===== src/rtl/pzag_pkg.sv =====
package pzag_pkg;

    localparam int BANK_W = 3;

    localparam logic [BANK_W-1:0] BANK_PROG = 3'd0;
    localparam logic [BANK_W-1:0] BANK_IND  = 3'd1;
    localparam logic [BANK_W-1:0] BANK_PZ   = 3'd3;

    typedef enum logic [2:0] {
        ST_IDLE = 3'd0,
        ST_PTR  = 3'd1,
        ST_PRE  = 3'd2,
        ST_DATA = 3'd3,
        ST_POST = 3'd4
    } step_e;

    typedef enum logic [1:0] {
        PK_PLAIN = 2'b00,
        PK_INC   = 2'b01,
        PK_DEC   = 2'b10,
        PK_STACK = 2'b11
    } ptr_kind_e;

endpackage


===== src/rtl/pzag_decode.sv =====
module pzag_decode
    import pzag_pkg::*;
#(
    parameter int OPW = 10,
    parameter int AW  = 16
) (
    input  logic [OPW-1:0]          opd_l,
    input  logic                    ind_l,
    input  logic                    reg_l,
    input  logic [AW-OPW-1:0]       pchi_l,
    input  logic                    wr_l,
    output logic [AW-1:0]           first_addr,
    output logic [BANK_W-1:0]       first_bank,
    output logic                    special,
    output logic [BANK_W-1:0]       sel_bank,
    output logic                    has_pre,
    output logic                    has_post,
    output logic                    post_up
);
    localparam int HIW = AW - OPW;

    ptr_kind_e kind;

    always_comb begin
        first_addr = reg_l ? {{HIW{1'b0}}, opd_l} : {pchi_l, opd_l};
        first_bank = reg_l ? BANK_PZ : BANK_PROG;
        special    = reg_l && ind_l && (opd_l[OPW-1:OPW-2] == 2'b11);
        kind       = ptr_kind_e'(opd_l[OPW-3:OPW-4]);
        sel_bank   = opd_l[BANK_W-1:0];
        has_pre    = special && (kind == PK_STACK) && !wr_l;
        has_post   = special && ((kind == PK_INC) || (kind == PK_DEC) ||
                                 ((kind == PK_STACK) && wr_l));
        post_up    = (kind == PK_INC) || (kind == PK_STACK);
    end

endmodule


===== src/rtl/pzag_ptr_step.sv =====
module pzag_ptr_step #(
    parameter int AW = 16
) (
    input  logic [AW-1:0] ptr,
    input  logic          up,
    output logic [AW-1:0] nxt
);
    localparam logic [AW-1:0] ONE = {{(AW-1){1'b0}}, 1'b1};

    always_comb begin
        nxt = up ? (ptr + ONE) : (ptr - ONE);
    end

endmodule


===== src/rtl/pzag_seq.sv =====
module pzag_seq
    import pzag_pkg::*;
#(
    parameter int OPW = 10,
    parameter int AW  = 16
) (
    input  logic                clk,
    input  logic                rst_n,
    input  logic                go,
    input  logic [OPW-1:0]      opd,
    input  logic                ind_bit,
    input  logic                reg_bit,
    input  logic [AW-OPW-1:0]   pc_hi,
    input  logic                wr_dir,
    input  logic [AW-1:0]       wr_data,
    input  logic [AW-1:0]       first_addr,
    input  logic [BANK_W-1:0]   first_bank,
    input  logic                special,
    input  logic [BANK_W-1:0]   sel_bank,
    input  logic                has_pre,
    input  logic                has_post,
    input  logic                post_up,
    output logic [OPW-1:0]      opd_l,
    output logic                ind_l,
    output logic                reg_l,
    output logic [AW-OPW-1:0]   pchi_l,
    output logic                wr_l,
    output logic                mem_req,
    output logic                mem_we,
    output logic [AW-1:0]       mem_addr,
    output logic [BANK_W-1:0]   mem_bank,
    output logic [AW-1:0]       mem_wdata,
    input  logic                mem_ack,
    input  logic [AW-1:0]       mem_rdata,
    output logic                busy,
    output logic                done,
    output logic [AW-1:0]       ea,
    output logic [BANK_W-1:0]   ea_bank,
    output logic [AW-1:0]       rd_data
);
    typedef struct packed {
        step_e               step;
        logic [OPW-1:0]      opd;
        logic                ind;
        logic                rmode;
        logic [AW-OPW-1:0]   pchi;
        logic                wr;
        logic [AW-1:0]       wdat;
        logic [AW-1:0]       ptr;
        logic [AW-1:0]       ea;
        logic [BANK_W-1:0]   eabank;
        logic [AW-1:0]       rdata;
        logic                done;
    } seq_t;

    seq_t s_q, s_d;

    logic          ptr_up;
    logic [AW-1:0] ptr_nxt;

    pzag_ptr_step #(.AW(AW)) u_step (
        .ptr (s_q.ptr),
        .up  (ptr_up),
        .nxt (ptr_nxt)
    );

    always_comb begin
        s_d       = s_q;
        s_d.done  = 1'b0;
        mem_req   = 1'b0;
        mem_we    = 1'b0;
        mem_addr  = first_addr;
        mem_bank  = first_bank;
        mem_wdata = '0;
        ptr_up    = 1'b0;
        unique case (s_q.step)
            ST_IDLE: begin
                if (go) begin
                    s_d.opd   = opd;
                    s_d.ind   = ind_bit;
                    s_d.rmode = reg_bit;
                    s_d.pchi  = pc_hi;
                    s_d.wr    = wr_dir;
                    s_d.wdat  = wr_data;
                    s_d.step  = ind_bit ? ST_PTR : ST_DATA;
                end
            end
            ST_PTR: begin
                mem_req = 1'b1;
                if (mem_ack) begin
                    s_d.ptr  = mem_rdata;
                    s_d.step = has_pre ? ST_PRE : ST_DATA;
                end
            end
            ST_PRE: begin
                mem_req   = 1'b1;
                mem_we    = 1'b1;
                mem_bank  = BANK_PZ;
                mem_wdata = ptr_nxt;
                if (mem_ack) begin
                    s_d.ptr  = ptr_nxt;
                    s_d.step = ST_DATA;
                end
            end
            ST_DATA: begin
                mem_req   = 1'b1;
                mem_we    = s_q.wr;
                mem_wdata = s_q.wdat;
                if (s_q.ind) begin
                    mem_addr = s_q.ptr;
                    mem_bank = special ? sel_bank : BANK_IND;
                end
                if (mem_ack) begin
                    s_d.ea     = mem_addr;
                    s_d.eabank = mem_bank;
                    if (!s_q.wr) begin
                        s_d.rdata = mem_rdata;
                    end
                    if (has_post) begin
                        s_d.step = ST_POST;
                    end else begin
                        s_d.step = ST_IDLE;
                        s_d.done = 1'b1;
                    end
                end
            end
            ST_POST: begin
                mem_req   = 1'b1;
                mem_we    = 1'b1;
                mem_bank  = BANK_PZ;
                ptr_up    = post_up;
                mem_wdata = ptr_nxt;
                if (mem_ack) begin
                    s_d.step = ST_IDLE;
                    s_d.done = 1'b1;
                end
            end
            default: s_d.step = ST_IDLE;
        endcase
    end

    always_ff @(posedge clk or negedge rst_n) begin
        if (!rst_n) begin
            s_q      <= '0;
            s_q.step <= ST_IDLE;
        end else begin
            s_q <= s_d;
        end
    end

    assign opd_l   = s_q.opd;
    assign ind_l   = s_q.ind;
    assign reg_l   = s_q.rmode;
    assign pchi_l  = s_q.pchi;
    assign wr_l    = s_q.wr;
    assign busy    = (s_q.step != ST_IDLE);
    assign done    = s_q.done;
    assign ea      = s_q.ea;
    assign ea_bank = s_q.eabank;
    assign rd_data = s_q.rdata;

    // a pending request keeps all its fields until acknowledged
    p_req_hold_r10: assert property (@(posedge clk) disable iff (!rst_n)
        (mem_req && !mem_ack) |=> (mem_req && $stable(mem_addr) &&
            $stable(mem_bank) && $stable(mem_we) && $stable(mem_wdata)));

    // completion is a single-cycle pulse with nothing outstanding
    p_done_pulse_r10: assert property (@(posedge clk) disable iff (!rst_n)
        done |=> !done);
    p_done_quiet_r10: assert property (@(posedge clk) disable iff (!rst_n)
        done |-> !mem_req);

    // the data read goes to the value written back in the pre step
    p_pre_feeds_data_r7: assert property (@(posedge clk) disable iff (!rst_n)
        (s_q.step == ST_PRE && mem_ack) |=>
            (mem_req && !mem_we && mem_addr == $past(mem_wdata)));

    // a post-update write targets the pointer cell in page zero
    p_post_cell_r5: assert property (@(posedge clk) disable iff (!rst_n)
        (s_q.step == ST_DATA && mem_ack && has_post) |=>
            (mem_req && mem_we && mem_bank == BANK_PZ &&
             mem_addr == $past(first_addr)));

    // latched fields do not move while a sequence runs
    p_fields_locked_r11: assert property (@(posedge clk) disable iff (!rst_n)
        (busy && !done) |=> ($stable(opd_l) && $stable(wr_l) && $stable(ind_l)));

endmodule


===== src/rtl/pzag_top.sv =====
module pzag_top
    import pzag_pkg::*;
#(
    parameter int OPW = 10,
    parameter int AW  = 16
) (
    input  logic                clk,
    input  logic                rst_n,
    input  logic                go,
    input  logic [OPW-1:0]      opd,
    input  logic                ind_bit,
    input  logic                reg_bit,
    input  logic [AW-OPW-1:0]   pc_hi,
    input  logic                wr_dir,
    input  logic [AW-1:0]       wr_data,
    output logic                mem_req,
    output logic                mem_we,
    output logic [AW-1:0]       mem_addr,
    output logic [BANK_W-1:0]   mem_bank,
    output logic [AW-1:0]       mem_wdata,
    input  logic                mem_ack,
    input  logic [AW-1:0]       mem_rdata,
    output logic                busy,
    output logic                done,
    output logic [AW-1:0]       ea,
    output logic [BANK_W-1:0]   ea_bank,
    output logic [AW-1:0]       rd_data
);
    logic [OPW-1:0]    opd_l;
    logic              ind_l, reg_l, wr_l;
    logic [AW-OPW-1:0] pchi_l;
    logic [AW-1:0]     first_addr;
    logic [BANK_W-1:0] first_bank, sel_bank;
    logic              special, has_pre, has_post, post_up;

    pzag_decode #(.OPW(OPW), .AW(AW)) u_dec (
        .opd_l      (opd_l),
        .ind_l      (ind_l),
        .reg_l      (reg_l),
        .pchi_l     (pchi_l),
        .wr_l       (wr_l),
        .first_addr (first_addr),
        .first_bank (first_bank),
        .special    (special),
        .sel_bank   (sel_bank),
        .has_pre    (has_pre),
        .has_post   (has_post),
        .post_up    (post_up)
    );

    pzag_seq #(.OPW(OPW), .AW(AW)) u_seq (
        .clk        (clk),
        .rst_n      (rst_n),
        .go         (go),
        .opd        (opd),
        .ind_bit    (ind_bit),
        .reg_bit    (reg_bit),
        .pc_hi      (pc_hi),
        .wr_dir     (wr_dir),
        .wr_data    (wr_data),
        .first_addr (first_addr),
        .first_bank (first_bank),
        .special    (special),
        .sel_bank   (sel_bank),
        .has_pre    (has_pre),
        .has_post   (has_post),
        .post_up    (post_up),
        .opd_l      (opd_l),
        .ind_l      (ind_l),
        .reg_l      (reg_l),
        .pchi_l     (pchi_l),
        .wr_l       (wr_l),
        .mem_req    (mem_req),
        .mem_we     (mem_we),
        .mem_addr   (mem_addr),
        .mem_bank   (mem_bank),
        .mem_wdata  (mem_wdata),
        .mem_ack    (mem_ack),
        .mem_rdata  (mem_rdata),
        .busy       (busy),
        .done       (done),
        .ea         (ea),
        .ea_bank    (ea_bank),
        .rd_data    (rd_data)
    );

    // direct page-local access is tagged with the program bank
    p_direct_local_r2: assert property (@(posedge clk) disable iff (!rst_n)
        (mem_req && !ind_l && !reg_l) |->
            (mem_bank == BANK_PROG && mem_addr[AW-1:OPW] == pchi_l));

endmodule


===== config.mk =====
export PLATFORM = sky130hd
export DESIGN_NAME = pzag_top
export DESIGN_NICKNAME = d
export VERILOG_FILES = /design/src/rtl/pzag_pkg.sv /design/src/rtl/pzag_decode.sv /design/src/rtl/pzag_ptr_step.sv /design/src/rtl/pzag_seq.sv /design/src/rtl/pzag_top.sv
export SDC_FILE = /design/constraint.sdc
export NUM_CORES = 1
export LEC_CHECK = 0
export BUFFER_PORTS_ARGS = -buffer_cell sky130_fd_sc_hd__buf_2
export CAP_MARGIN = 10
export CELL_PAD_IN_SITES_DETAIL_PLACEMENT = 1
export CELL_PAD_IN_SITES_GLOBAL_PLACEMENT = 1
export CORE_MARGIN = 4
export CORE_UTILIZATION = 41
export DETAILED_ROUTE_END_ITERATION = 10
export HOLD_SLACK_MARGIN = 0.15
export PLACE_DENSITY_LB_ADDON = 0.05
export SKIP_LAST_GASP = 1
export SYNTH_ARGS = -nofsm -noshare
export SYNTH_HDL_FRONTEND = slang
export SYNTH_SLANG_ARGS = --single-unit

===== constraint.sdc =====
create_clock -name clk -period 4.7 [get_ports clk]
set_input_delay 0.47 -clock clk [delete_from_list [all_inputs] [get_ports clk]]
set_output_delay 0.47 -clock clk [all_outputs]
set_load 0.01 [all_outputs]

==> impl_metrics.sql <==
INSERT INTO impl_metrics (metric_group, metric, value, unit) VALUES
('pwr', 'totalPowerFinal', '4839', 'uW'),
('status', 'status', 'finished clean', ''),
('sta', 'final.period_utilization', '92.06', '%'),
('setup_path', 'critPathRequiredTime', '4230', 'ps'),
('sta', 'relSlewSlack', '27.43', '%'),
('pwr', 'power.internal', '2653', 'uW'),
('pwr', 'pwr-share-comb', '53.7', '%'),
('sta', 'drv_slew', '0', ''),
('synth', 'dominant_cell_by_count_in_the_synthesized_netlist', 'nand2_1', ''),
('grt', 'grt_antenna_before_repair', '0', ''),
('grt', 'grtUsageTotal', '21.73', '%'),
('pwr', 'net-switching-power', '2185', 'uW'),
('placed_design', 'io_buffers', '128', ''),
('clocking', 'clk_latency', '350', 'ps'),
('floorplan', 'io_pins', '129', ''),
('clocking', 'cts_tree', 'yes', ''),
('floorplan', 'core', '12210', 'sq um'),
('setup_path', 'timing.critical_path.cells', 'ha_1, o211ai_1, buf_4, ha_1, a31oi_1, a211oi_2, or3b_2, nor4_1, nor3_1, a22o_1, buf_2', ''),
('detailed_routing', 'detailedRoute.firstPassIterationCount', '4', ''),
('synth', 'synth.area.top_cells', 'dfrtp_1 43%, mux2_1 9.5%, nand2_1 6.8%, buf_4 5.1%, ha_1 4.3%', ''),
('setup_path', 'timing.critical_path.to_type', 'primary output', ''),
('synth', 'postSynthNetCount', '621', ''),
('layout', 'areaGrowthSynthToFinish', '16.08', '%'),
('grt', 'global_route.peak_usage_layer', 'met2', ''),
('synth', 'number_of_enable_type_register_cells_in_the_synthesized_netlist', '0', ''),
('layout', 'final_net_count', '702', ''),
('pwr', 'irDropWorstVdd', '0.0002929', 'V'),
('placed_design', 'dp_slack', '746.4', 'ps'),
('layout', 'fillerInstances', '1485', ''),
('flow_run', 'cap_viol_max_count', '0', ''),
('grt', 'pin_count_of_the_biggest_net_entering_global_routing', '57', ''),
('worst_hold_path', 'worst_hold_path_type', 'input pin to asynchronous set/reset pin', ''),
('synth', 'post_synth_instance_area', '5190', 'sq um'),
('synth', 'synth_cells', '547', ''),
('setup_path', 'critPathSlowestCell', 'o211ai_1', ''),
('synth', 'yosysTopAreaCell', 'dfrtp_1', ''),
('clocking', 'cts.reportedPaths.clkPinSlew', '60', 'ps'),
('setup_path', 'critical_path.most_common_cell', 'ha_1', ''),
('sta', 'clock_skew', '10.64', 'ps'),
('sta', 'unrepaired_setup_endpoints_after_global_routing', 'false', ''),
('clocking', 'cts-htree-levels', '3', ''),
('synth', 'avgSynthCellArea', '9.488', 'sq um'),
('sta', 'hold_ws', '181.3', 'ps'),
('grt', 'grt_remaining_overflow', '0', ''),
('detailed_routing', 'drt-vias-per-instance', '5.337', ''),
('detailed_routing', 'detail_route.drc_violations', '0', ''),
('detailed_routing', 'dr_total_vias', '4275', ''),
('synth', 'postSynth.topFlopCell', 'dfrtp_1', ''),
('setup_path', 'critPathMaxStageDelay', '510', 'ps'),
('synth', 'ys.warnings.count', '0', ''),
('grt', 'grt_use_met2', '38.81', '%'),
('setup_path', 'timing.setup.critical_path_class', 'flop to primary output', ''),
('synth', 'synth.cells.most_frequent', '94 x nand2_1, 90 x dfrtp_1, 44 x mux2_1, 35 x buf_4, 31 x nor2_1', ''),
('sta', 'finalCriticalPeriod', '4327', 'ps'),
('placed_design', 'finalWeightedCongestion', '0.8598', ''),
('grt', 'global_route.usage.met1', '25.94', '%'),
('grt', 'via_count_of_the_first_global_routing_pass', '4519', ''),
('synth', 'synth-seq-cells', '90', ''),
('floorplan', 'std_cell_rows', '40', ''),
('pwr', 'p_seq_share', '31.0', '%'),
('detailed_routing', 'detail_route.wl_per_cell', '19.17', 'um'),
('detailed_routing', 'drt-initial-drc-count', '209', ''),
('setup_path', 'cp.arrival', '3860', 'ps'),
('layout', 'design_area', '6025', 'sq um'),
('sta', 'finalSetupViolations', '0', ''),
('clocking', 'total_of_hold_buffers_inserted_after_clock_tree_synthesis', '0', ''),
('sta', 'tns', '0', 'ps'),
('floorplan', 'die_h', '120.5', 'um'),
('placed_design', 'placement.cell_area', '5718', 'sq um'),
('synth', 'post-synth-top-area-fraction', '43.39', '%'),
('setup_path', 'critPathLaunchType', 'flop', '');
-- registers in the layout (all words and copies together), names as in the netlist --
name,count
u_seq.pchi_l,6
u_seq.done,1
u_seq.ea_bank,3
u_seq.ea,16
u_seq.s_q,35
u_seq.opd_l,10
u_seq.wr_l,1
u_seq.reg_l,1
u_seq.rd_data,16
u_seq.ind_l,1
-- cell usage in the layout (no fill, tap or decap), drive strengths merged, types with 9 or more instances in the layout --
master  count
buf       134
nand2      94
dfrtp      90
mux2       50
o21ai      43
nor2       31
a21oi      27
ha         18
nand3      14
clkbuf     12
a22o       11
mux2i      11
a31oi      10
xor2        9
-- power by group through the flow --
stage,sequential [uW],clock [uW],combinational (uW)
after floorplan,1350,0,1950
final,1500,743,2600
after global placement,1490,0,2550
after global routing,1550,803,2890
after CTS,1500,763,2650
after detailed placement,1510,0,2620
-- final timing paths --
check                      slack, ps                    startpoint                            to  cells after the start
hold / removal                   180                         rst_n     u_seq.s_q[58]$_DFFE_PN0P_                      1
max in group asynchronous       3560                         rst_n       u_seq.ea[2]$_DFFE_PN0P_                      2
hold reg to reg                  480  u_seq.ea_bank[2]$_DFFE_PN0P_  u_seq.ea_bank[2]$_DFFE_PN0P_                      2
min in group clk                 330                      pc_hi[1]   u_seq.pchi_l[1]$_DFFE_PN0P_                      2
setup / recovery                 370    u_seq.opd_l[6]$_DFFE_PN0P_                 mem_wdata[13]                     11
setup reg to reg                1270     u_seq.s_q[87]$_DFFE_PN0P_     u_seq.s_q[49]$_DFFE_PN0P_                     11
-- worst max-delay path, delay by kind of cell (launching register included) --
kind | cells | cell delay [ps]
simple gates | 3 | 910
buf+inv | 2 | 440
compound gates | 4 | 1140
fa+ha+maj | 2 | 570
flops | 1 | 430
-- logic make-up after synthesis --
logic type	Yosys count	synth area share (%)
buffers and inverters	71	7.787
DFF	90	43.39
and+or+nand+nor	173	14.71
xor gates and xnor gates	16	2.700
adders and majority gates	19	4.725
AOI/OAI and AO/OA	117	13.72
muxes	61	12.97
-- final cells by class --
class	count	area, sq um	share of cell area (%)
inverters	7	26.28	0.4361
clock buffers	12	256.5	4.258
well taps	168	210.2	3.489
repair buffers	134	688.2	11.42
clock inverters	4	50.05	0.8307
multi-input cells	386	2541	42.18
flip-flops and latches	90	2252	37.38
-- routing by layer --
layer / vias up / share of wire (%)
li1: 2024 / -
met1: 2141 / 41
met2: 100 / 53
met3: 10 / 5.2
met4: 0 / 1.0
met5: - / 0
-- per-stage QoR --
step | std cells | util (%)
final | 801 | 49.33
after CTS | 801 | 49.33
after global routing | 801 | 49.33
after detailed placement | 785 | 46.82
after floorplan | 547 | -
after global placement | 785 | 46.82
Note: power is estimated with default switching activity, not from simulation.
